**src/rtl/trc_fill_pkg.sv**
```systemverilog
package trc_fill_pkg;

  typedef enum logic [1:0] {
    ALIGN_END   = 2'b00,
    ALIGN_MID   = 2'b01,
    ALIGN_BEGIN = 2'b10,
    ALIGN_RSVD  = 2'b11
  } align_e;

  // Half-line units contributed by one cycle of strobes; full-line wins.
  function automatic logic [1:0] store_units(input logic half, input logic full);
    if (full)      return 2'd2;
    else if (half) return 2'd1;
    else           return 2'd0;
  endfunction

  // Alignment modes in which a wrap terminates the session.
  function automatic logic wrap_stops(input logic [1:0] align);
    return align == ALIGN_BEGIN;
  endfunction

endpackage

```
**src/rtl/trc_fill_step.sv**
```systemverilog
module trc_fill_step
  import trc_fill_pkg::*;
#(
  parameter int CNT_W = 7
) (
  input  logic [CNT_W-1:0] cnt_i,
  input  logic             en_i,
  input  logic             half_i,
  input  logic             full_i,
  output logic [CNT_W-1:0] nxt_o,
  output logic             adv_o,
  output logic             wrap_o
);

  logic [CNT_W:0] sum;

  always_comb begin
    sum    = {1'b0, cnt_i} + {{(CNT_W-1){1'b0}}, store_units(half_i, full_i)};
    adv_o  = en_i & (half_i | full_i);
    wrap_o = adv_o & sum[CNT_W];
    nxt_o  = sum[CNT_W-1:0];
  end

endmodule

```
**src/rtl/trc_fill_status.sv**
```systemverilog
module trc_fill_status #(
  parameter int CNT_W = 7
) (
  input  logic             clk,
  input  logic             por_n,
  input  logic             clr_i,
  input  logic             adv_i,
  input  logic             wrap_i,
  input  logic [CNT_W-1:0] nxt_i,
  output logic [CNT_W-1:0] cnt_o,
  output logic             full_o
);

  // Only power-on reset reaches this state; system reset preserves it.
  always_ff @(posedge clk or negedge por_n) begin
    if (!por_n) begin
      cnt_o  <= '0;
      full_o <= 1'b0;
    end else if (clr_i) begin
      cnt_o  <= '0;
      full_o <= 1'b0;
    end else if (adv_i) begin
      cnt_o <= nxt_i;
      if (wrap_i) full_o <= 1'b1;
    end
  end

endmodule

```
**src/rtl/trc_fill_session.sv**
```systemverilog
module trc_fill_session
  import trc_fill_pkg::*;
(
  input  logic       clk,
  input  logic       rst_n,
  input  logic       arm_wr_i,
  input  logic       wrap_i,
  input  logic [1:0] align_i,
  output logic       stop_o,
  output logic       armed_o,
  output logic       arm_clr_o
);

  assign stop_o = wrap_i & wrap_stops(align_i);

  always_ff @(posedge clk or negedge rst_n) begin
    if (!rst_n) begin
      armed_o   <= 1'b0;
      arm_clr_o <= 1'b0;
    end else if (arm_wr_i) begin
      armed_o   <= 1'b1;
      arm_clr_o <= 1'b0;
    end else if (stop_o) begin
      armed_o   <= 1'b0;
      arm_clr_o <= 1'b1;
    end else begin
      arm_clr_o <= 1'b0;
    end
  end

endmodule

```
**src/rtl/trc_fill_counter.sv**
```systemverilog
module trc_fill_counter #(
  parameter int CNT_W = 7,
  localparam int LINE_W = CNT_W - 1
) (
  input  logic              clk,
  input  logic              por_n,
  input  logic              sys_rst_n,
  input  logic              arm_wr_i,
  input  logic [1:0]        align_i,
  input  logic              half_wr_i,
  input  logic              full_wr_i,
  output logic [CNT_W-1:0]  count_o,
  output logic              full_o,
  output logic [LINE_W-1:0] wr_line_o,
  output logic              arm_clr_o
);

  // Named internal events, visible to the bound checker.
  logic             armed;
  logic             step_en;
  logic             adv;
  logic             wrap;
  logic             stop_evt;
  logic             sess_rst_n;
  logic [CNT_W-1:0] cnt_nxt;

  assign sess_rst_n = por_n & sys_rst_n;
  assign step_en    = armed & ~arm_wr_i;

  trc_fill_step #(.CNT_W(CNT_W)) u_step (
    .cnt_i  (count_o),
    .en_i   (step_en),
    .half_i (half_wr_i),
    .full_i (full_wr_i),
    .nxt_o  (cnt_nxt),
    .adv_o  (adv),
    .wrap_o (wrap)
  );

  trc_fill_status #(.CNT_W(CNT_W)) u_status (
    .clk    (clk),
    .por_n  (por_n),
    .clr_i  (arm_wr_i),
    .adv_i  (adv),
    .wrap_i (wrap),
    .nxt_i  (cnt_nxt),
    .cnt_o  (count_o),
    .full_o (full_o)
  );

  trc_fill_session u_session (
    .clk       (clk),
    .rst_n     (sess_rst_n),
    .arm_wr_i  (arm_wr_i),
    .wrap_i    (wrap),
    .align_i   (align_i),
    .stop_o    (stop_evt),
    .armed_o   (armed),
    .arm_clr_o (arm_clr_o)
  );

  assign wr_line_o = count_o[CNT_W-1:1];

endmodule

```
**config.mk**
```make
export PLATFORM = sky130hd
export DESIGN_NAME = trc_fill_counter
export DESIGN_NICKNAME = d
export VERILOG_FILES = /design/src/rtl/trc_fill_pkg.sv /design/src/rtl/trc_fill_step.sv /design/src/rtl/trc_fill_status.sv /design/src/rtl/trc_fill_session.sv /design/src/rtl/trc_fill_counter.sv
export SDC_FILE = /design/constraint.sdc
export NUM_CORES = 1
export LEC_CHECK = 0
export ABC_AREA = 1
export BUFFER_PORTS_ARGS = -buffer_cell sky130_fd_sc_hd__buf_2
export CAP_MARGIN = 5
export CORE_MARGIN = 2
export CORE_UTILIZATION = 30
export CTS_CLUSTER_DIAMETER = 150
export DETAILED_ROUTE_END_ITERATION = 8
export GPL_TIMING_DRIVEN = 0
export PLACE_DENSITY = 0.59
export SLEW_MARGIN = 25
export SYNTH_ARGS = -nofsm -noshare
export SYNTH_HDL_FRONTEND = slang
export SYNTH_SLANG_ARGS = --single-unit
```
**constraint.sdc**
```tcl
create_clock -name clk -period 1.6 [get_ports clk]
set_clock_uncertainty 0.2 [all_clocks]
set_input_delay 0.08 -clock clk [delete_from_list [all_inputs] [get_ports clk]]
set_output_delay 0.08 -clock clk [all_outputs]
set_load 0.01 [all_outputs]
```
* Word-level counts from Yosys, hierarchy flattened
Cells that the tools add are included.
** Operators by class
- Add/sub/neg operators :: 1
- Equal/unequal tests :: 1
- Mux-type cells :: 11
- Bitwise gates (word level) :: 7
- Reductions and logical operators :: 4
** Operators by type and width (count)
- 2-to-1 mux 7 bit :: 2
- adder 7 x 2 -> 8 bit :: 1
- 2-to-1 mux 1 bit :: 8
- nonzero test 2 bit :: 3
- bitwise AND 1 bit :: 5
- equality test 2 bit (second input constant) :: 1
- 2-to-1 mux 2 bit :: 1
- AND reduction 2 bit :: 1
- inverter 1 bit :: 1
- bitwise OR 1 bit :: 1
** Word-level totals
- Register bits :: 10
- Input port bits :: 8
- Output and inout bits :: 15
- Word-level logic and storage cells :: 28

* Depth between registers and ports, before layout
- Depth in word-level cells :: 7
- Gate-level depth with buffers :: 10
- Gate-level depth less buffers :: 10

* Modules after synthesis
From an unflattened synthesis, not the netlist that was laid out.
** Unflattened totals
- Cells, all modules :: 98
- Area total of the unflattened synthesis :: 699.4 sq um
** By module, submodules not included
- trc_fill_status :: times used 1, cells each 35, area each 326.6 sq um, seq. area each 200.2 sq um
- trc_fill_step :: times used 1, cells each 46, area each 234.0 sq um, seq. area each 0.0 sq um
- trc_fill_session :: times used 1, cells each 7, area each 76.3 sq um, seq. area each 50.0 sq um
- trc_fill_counter :: times used 1, cells each 10, area each 62.6 sq um, seq. area each 0.0 sq um

* Worst setup path after synthesis
No wires, ideal clock.
- Path kind :: reg-to-reg
- From :: register u_status.cnt_o[0]
- To :: register u_status.cnt_o[6]
- Library setup time :: 113 ps
- Arrival :: 1353 ps
- Data required time :: 1287 ps
- Slack :: -66 ps
- Cell stages (with the launch flop) :: 9
- Buffers on the path :: 0
- Clock period less this slack :: 1666 ps
- Cells stage by stage :: dfrtp_1 > ha_1 > fa_1 > nand2_1 > nor2_2 > nand3_1 > nand2_1 > nand2_1 > nor2_2
** Between the ends
- Longest elaborated chain between the ends :: 3
** RTL lines
- start: declaration :: RTL line trc_fill_status.sv:10 : output logic [CNT_W-1:0] cnt_o,
- start signal: assignment :: RTL line trc_fill_status.sv:23 : cnt_o <= nxt_i;
- adder 7 x 2 -> 8 bit :: RTL line trc_fill_step.sv:18 : sum = {1'b0, cnt_i} + {{(CNT_W-1){1'b0}}, store_units(half_i, full_i)};
- 2-to-1 mux 7 bit :: RTL line trc_fill_status.sv:22 : end else if (adv_i) begin
- 2-to-1 mux 7 bit :: RTL line trc_fill_status.sv:19 : end else if (clr_i) begin
No other way between the ends. The select of a mux whose other input is x is not followed.
A chain may end at the register's enable or synchronous reset.

* Final worst setup path
- From :: register u_status.cnt_o[0]
- To :: register u_status.cnt_o[4]
Same word-level chain as after synthesis.

==> impl_metrics.env <==
export IMPL_met2WireLength_um=750
export IMPL_max_freq_mhz=632.3
export IMPL_cp_max_fo=2
export IMPL_holdCritPathClass="in -> async"
export IMPL_slowest_delay_ns=0.39
export IMPL_gp_congestion=0.8269
export IMPL_reg2reg_depth=8
export IMPL_maxSlewViolCount=0
export IMPL_critPathRequiredTime_ns=1.55
export IMPL_syn_area_per_cell_um2=7.507
export IMPL_io_buffers=22
export IMPL_antenna_found_initial=0
export IMPL_drive_gt1_share_pct=39.50
export IMPL_numCtsBuffers=3
export IMPL_cts_tree="done"
export IMPL_grt_pass1_wl_um=2504
export IMPL_dp_slack_ns=-0.03557
export IMPL_critPathArrivalTime_ns=1.53
export IMPL_vias=637
export IMPL_path_class="reg -> reg"
export IMPL_status="finished clean"
export IMPL_postRouteAntennaNets=0
export IMPL_final_cell_area_um2=900.9
export IMPL_setup_worst_path_start="u_status.cnt_o[0]"
export IMPL_synth_top_cell_area_share_pct=38.31
export IMPL_ys_seq_elements=10
export IMPL_synth_cells=87
export IMPL_die_y_um=50.66
export IMPL_power_density_nw_per_um2=605.2
export IMPL_layout_setup_ws_ns=0.01850
export IMPL_r2r_end="u_status.cnt_o[4]"
export IMPL_start_util_pct=32.62
export IMPL_nets=133
export IMPL_drc=0
export IMPL_r2r_slack_ns=0.02
export IMPL_num_rows=16
export IMPL_finalWirelength_um=1435
export IMPL_crit_slowest_cell="dfrtp_1"
export IMPL_clock_sinks=10
export IMPL_firstDrtPassIters=4
export IMPL_grt_pass1_vias=610
export IMPL_max_vdd_ir_drop_uv=409.9
export IMPL_crit_cells=8
export IMPL_fin_crit_sh_pct=98.84
export IMPL_synth_top_cell_by_area="dfrtp_1"
export IMPL_hold_viol_final=0
export IMPL_cts_root_buf="clkbuf_4"
export IMPL_start_kind="register"
export IMPL_tightest_slew_ns=0.2439
export IMPL_place_area_um2=802.0
export IMPL_wire_per_inst_um=9.829
export IMPL_crit_path_end_kind="register"
export IMPL_period_needed_ns=1.581
export IMPL_path_cells="ha_2 -> fa_2 -> nand2_2 -> inv_1 -> nand2_1 -> nand2_1 -> nand2_1 -> o21ai_1"
export IMPL_slew_headroom_pct=83.68
export IMPL_drtIter0Drc=11
export IMPL_leakage_nw=0.5449
export IMPL_clkTransAtPathRegs_ns=0.06
export IMPL_dr_max_layer_used="met4"
export IMPL_syn_nets=99
export IMPL_hpwl_um=1101
export IMPL_synth_seq_area_share_pct=38.31
export IMPL_wl_met3_um=88
export IMPL_io_pins=23
export IMPL_setup_violations=0
export IMPL_cap_violations=0
export IMPL_reg2reg_from="u_status.cnt_o[0]"
export IMPL_diodes=0
export IMPL_die_w_um=50.66
export IMPL_rsz0062_at_grt="yes"
export IMPL_area_growth_pct=37.93
export IMPL_met1_length_um=583
export IMPL_cpLargestDelayFamily="adder cells"
export IMPL_synth_area_leaders="dfrtp_1, nand2_1, inv_1"
export IMPL_htreeDepth=1
export IMPL_synth_area_um2=653.1
export IMPL_vias_per_cell=4.363
export IMPL_synth_cell_types=17
export IMPL_cts_path_max_buffers=2
export IMPL_crit_end="u_status.cnt_o[4]"
export IMPL_die_area_um2=2566
export IMPL_crit_path_frequent_cell="nand2_1"
export IMPL_clk_latency_ns=0.26
export IMPL_yosys_warnings=0
export IMPL_grt_start_max_net_pins=10
export IMPL_grt_usage_pct=13.36
export IMPL_core_region_area_um2=2002
export IMPL_grt_ovfl_total=0
export IMPL_cp_num_buf_inv=1
[logic make-up (layout without fill, tap and decap cells)]
logic type               Yosys count  after routing  share of synthesized area (%)
buffers and inverters             21             53                          15.52
flip-flops                        10             10                          38.31
adder cells (fa/ha/maj)            4              4                          8.813
AO/OA/AOI/OAI                      4              4                          3.448
AND/OR/NAND/NOR                   48             48                          33.91
[worst min-delay path by stage]
stage | start | end | slack (ns) | cells past startpoint
after global routing | por_n | u_status.full_o | 0.02 | 2
after CTS | sys_rst_n | u_session.armed_o | 0.008 | 4
after floorplan | por_n | u_status.cnt_o[0] | -0.42 | 0
after global placement | por_n | u_status.cnt_o[1] | -0.25 | 1
final | por_n | u_status.cnt_o[2] | 0.0003 | 2
after detailed placement | por_n | u_status.cnt_o[1] | -0.25 | 1
[per-layer routing]
metal | track usage (%) | up-vias
li1 | - | 325
met1 | 13.92 | 288
met2 | 24.34 | 22
met3 | 5.357 | 2
met4 | 4.054 | 0
met5 | 0 | -
[Yosys cell counts]
cell type / number
o31ai_1: 1
nand2_2: 1
ha_1: 3
nand3b_1: 1
nor2_2: 5
a21oi_1: 2
buf_4: 6
inv_2: 2
nand2_1: 23
inv_1: 13
nor2_1: 7
o21ai_1: 1
fa_1: 1
nand4_1: 2
nor2_4: 1
nand3_1: 8
dfrtp_1: 10
[worst reg2reg max path, cell delays in order, from the launching register on]
cell and delay, ns:
dfrtp_1 0.39, ha_2 0.18, fa_2 0.35, nand2_2 0.08, inv_1 0.06, nand2_1 0.05
nand2_1 0.05, nand2_1 0.05, o21ai_1 0.06
[state kept, by name (all words and copies together), names as in the netlist]
name	flops
u_status.cnt_o	7
u_session.arm_clr_o	1
u_session.armed_o	1
u_status.full_o	1
[cells in the final DEF, fill, tap and decap left out, types with 2 or more instances in the layout]
master	netlist	final
nor2_1	7	7
dfrtp_1	10	9
a21oi_1	2	2
nor2_2	5	5
clkbuf_4	0	3
inv_1	13	13
dlygate4sd3_1	0	4
inv_2	2	2
buf_4	6	8
ha_1	3	2
buf_2	0	22
nand4_1	2	2
nand2_1	23	22
nand3_1	8	8
nand2_2	1	2
[area by class of cell]
| type | count | area (um^2) |
|---|---|---|
| well taps | 27 | 33.78 |
| fillers | 220 | 1101 |
| repair buffers | 29 | 177.7 |
| clock buffers | 3 | 22.52 |
| flip-flops and latches | 10 | 251.5 |
| inverters | 15 | 56.30 |
| plain buffers | 6 | 45.04 |
| multi-input cells | 56 | 314.1 |
[what timing repair did]
item                                    4_1_cts  5_1_grt
endpoints found under the setup margin        3        7
pin swaps                                     0        1
buffers inserted                              1        1
gates resized for setup                       1        3
hold buffers                                  5        0
endpoints found under the hold margin        14        0
[through the flow]
step / utilization [%] / hold slack, ns / std cells / TNS, ns / power, W
after CTS: 44.19 / 0.008313 / 145 / 0 / 0.0005504
final: 45.00 / 0.0003492 / 146 / 0 / 0.0005452
after detailed placement: 40.06 / -0.2543 / 136 / -0.09532 / 0.0003650
after global placement: 40.06 / -0.2544 / 136 / -0.01578 / 0.0003621
after global routing: 45.00 / 0.02014 / 146 / -0.1971 / 0.0005866
after floorplan: - / -0.4156 / 87 / 0 / 0.0003254
[power breakdown]
part           internal (W)  switching [W]  leakage, nW
registers          0.000261      0.0000112        0.133
logic             0.0000497      0.0000542        0.398
clock network     0.0000868      0.0000823       0.0138
Note: power is estimated with default switching activity, not from simulation.
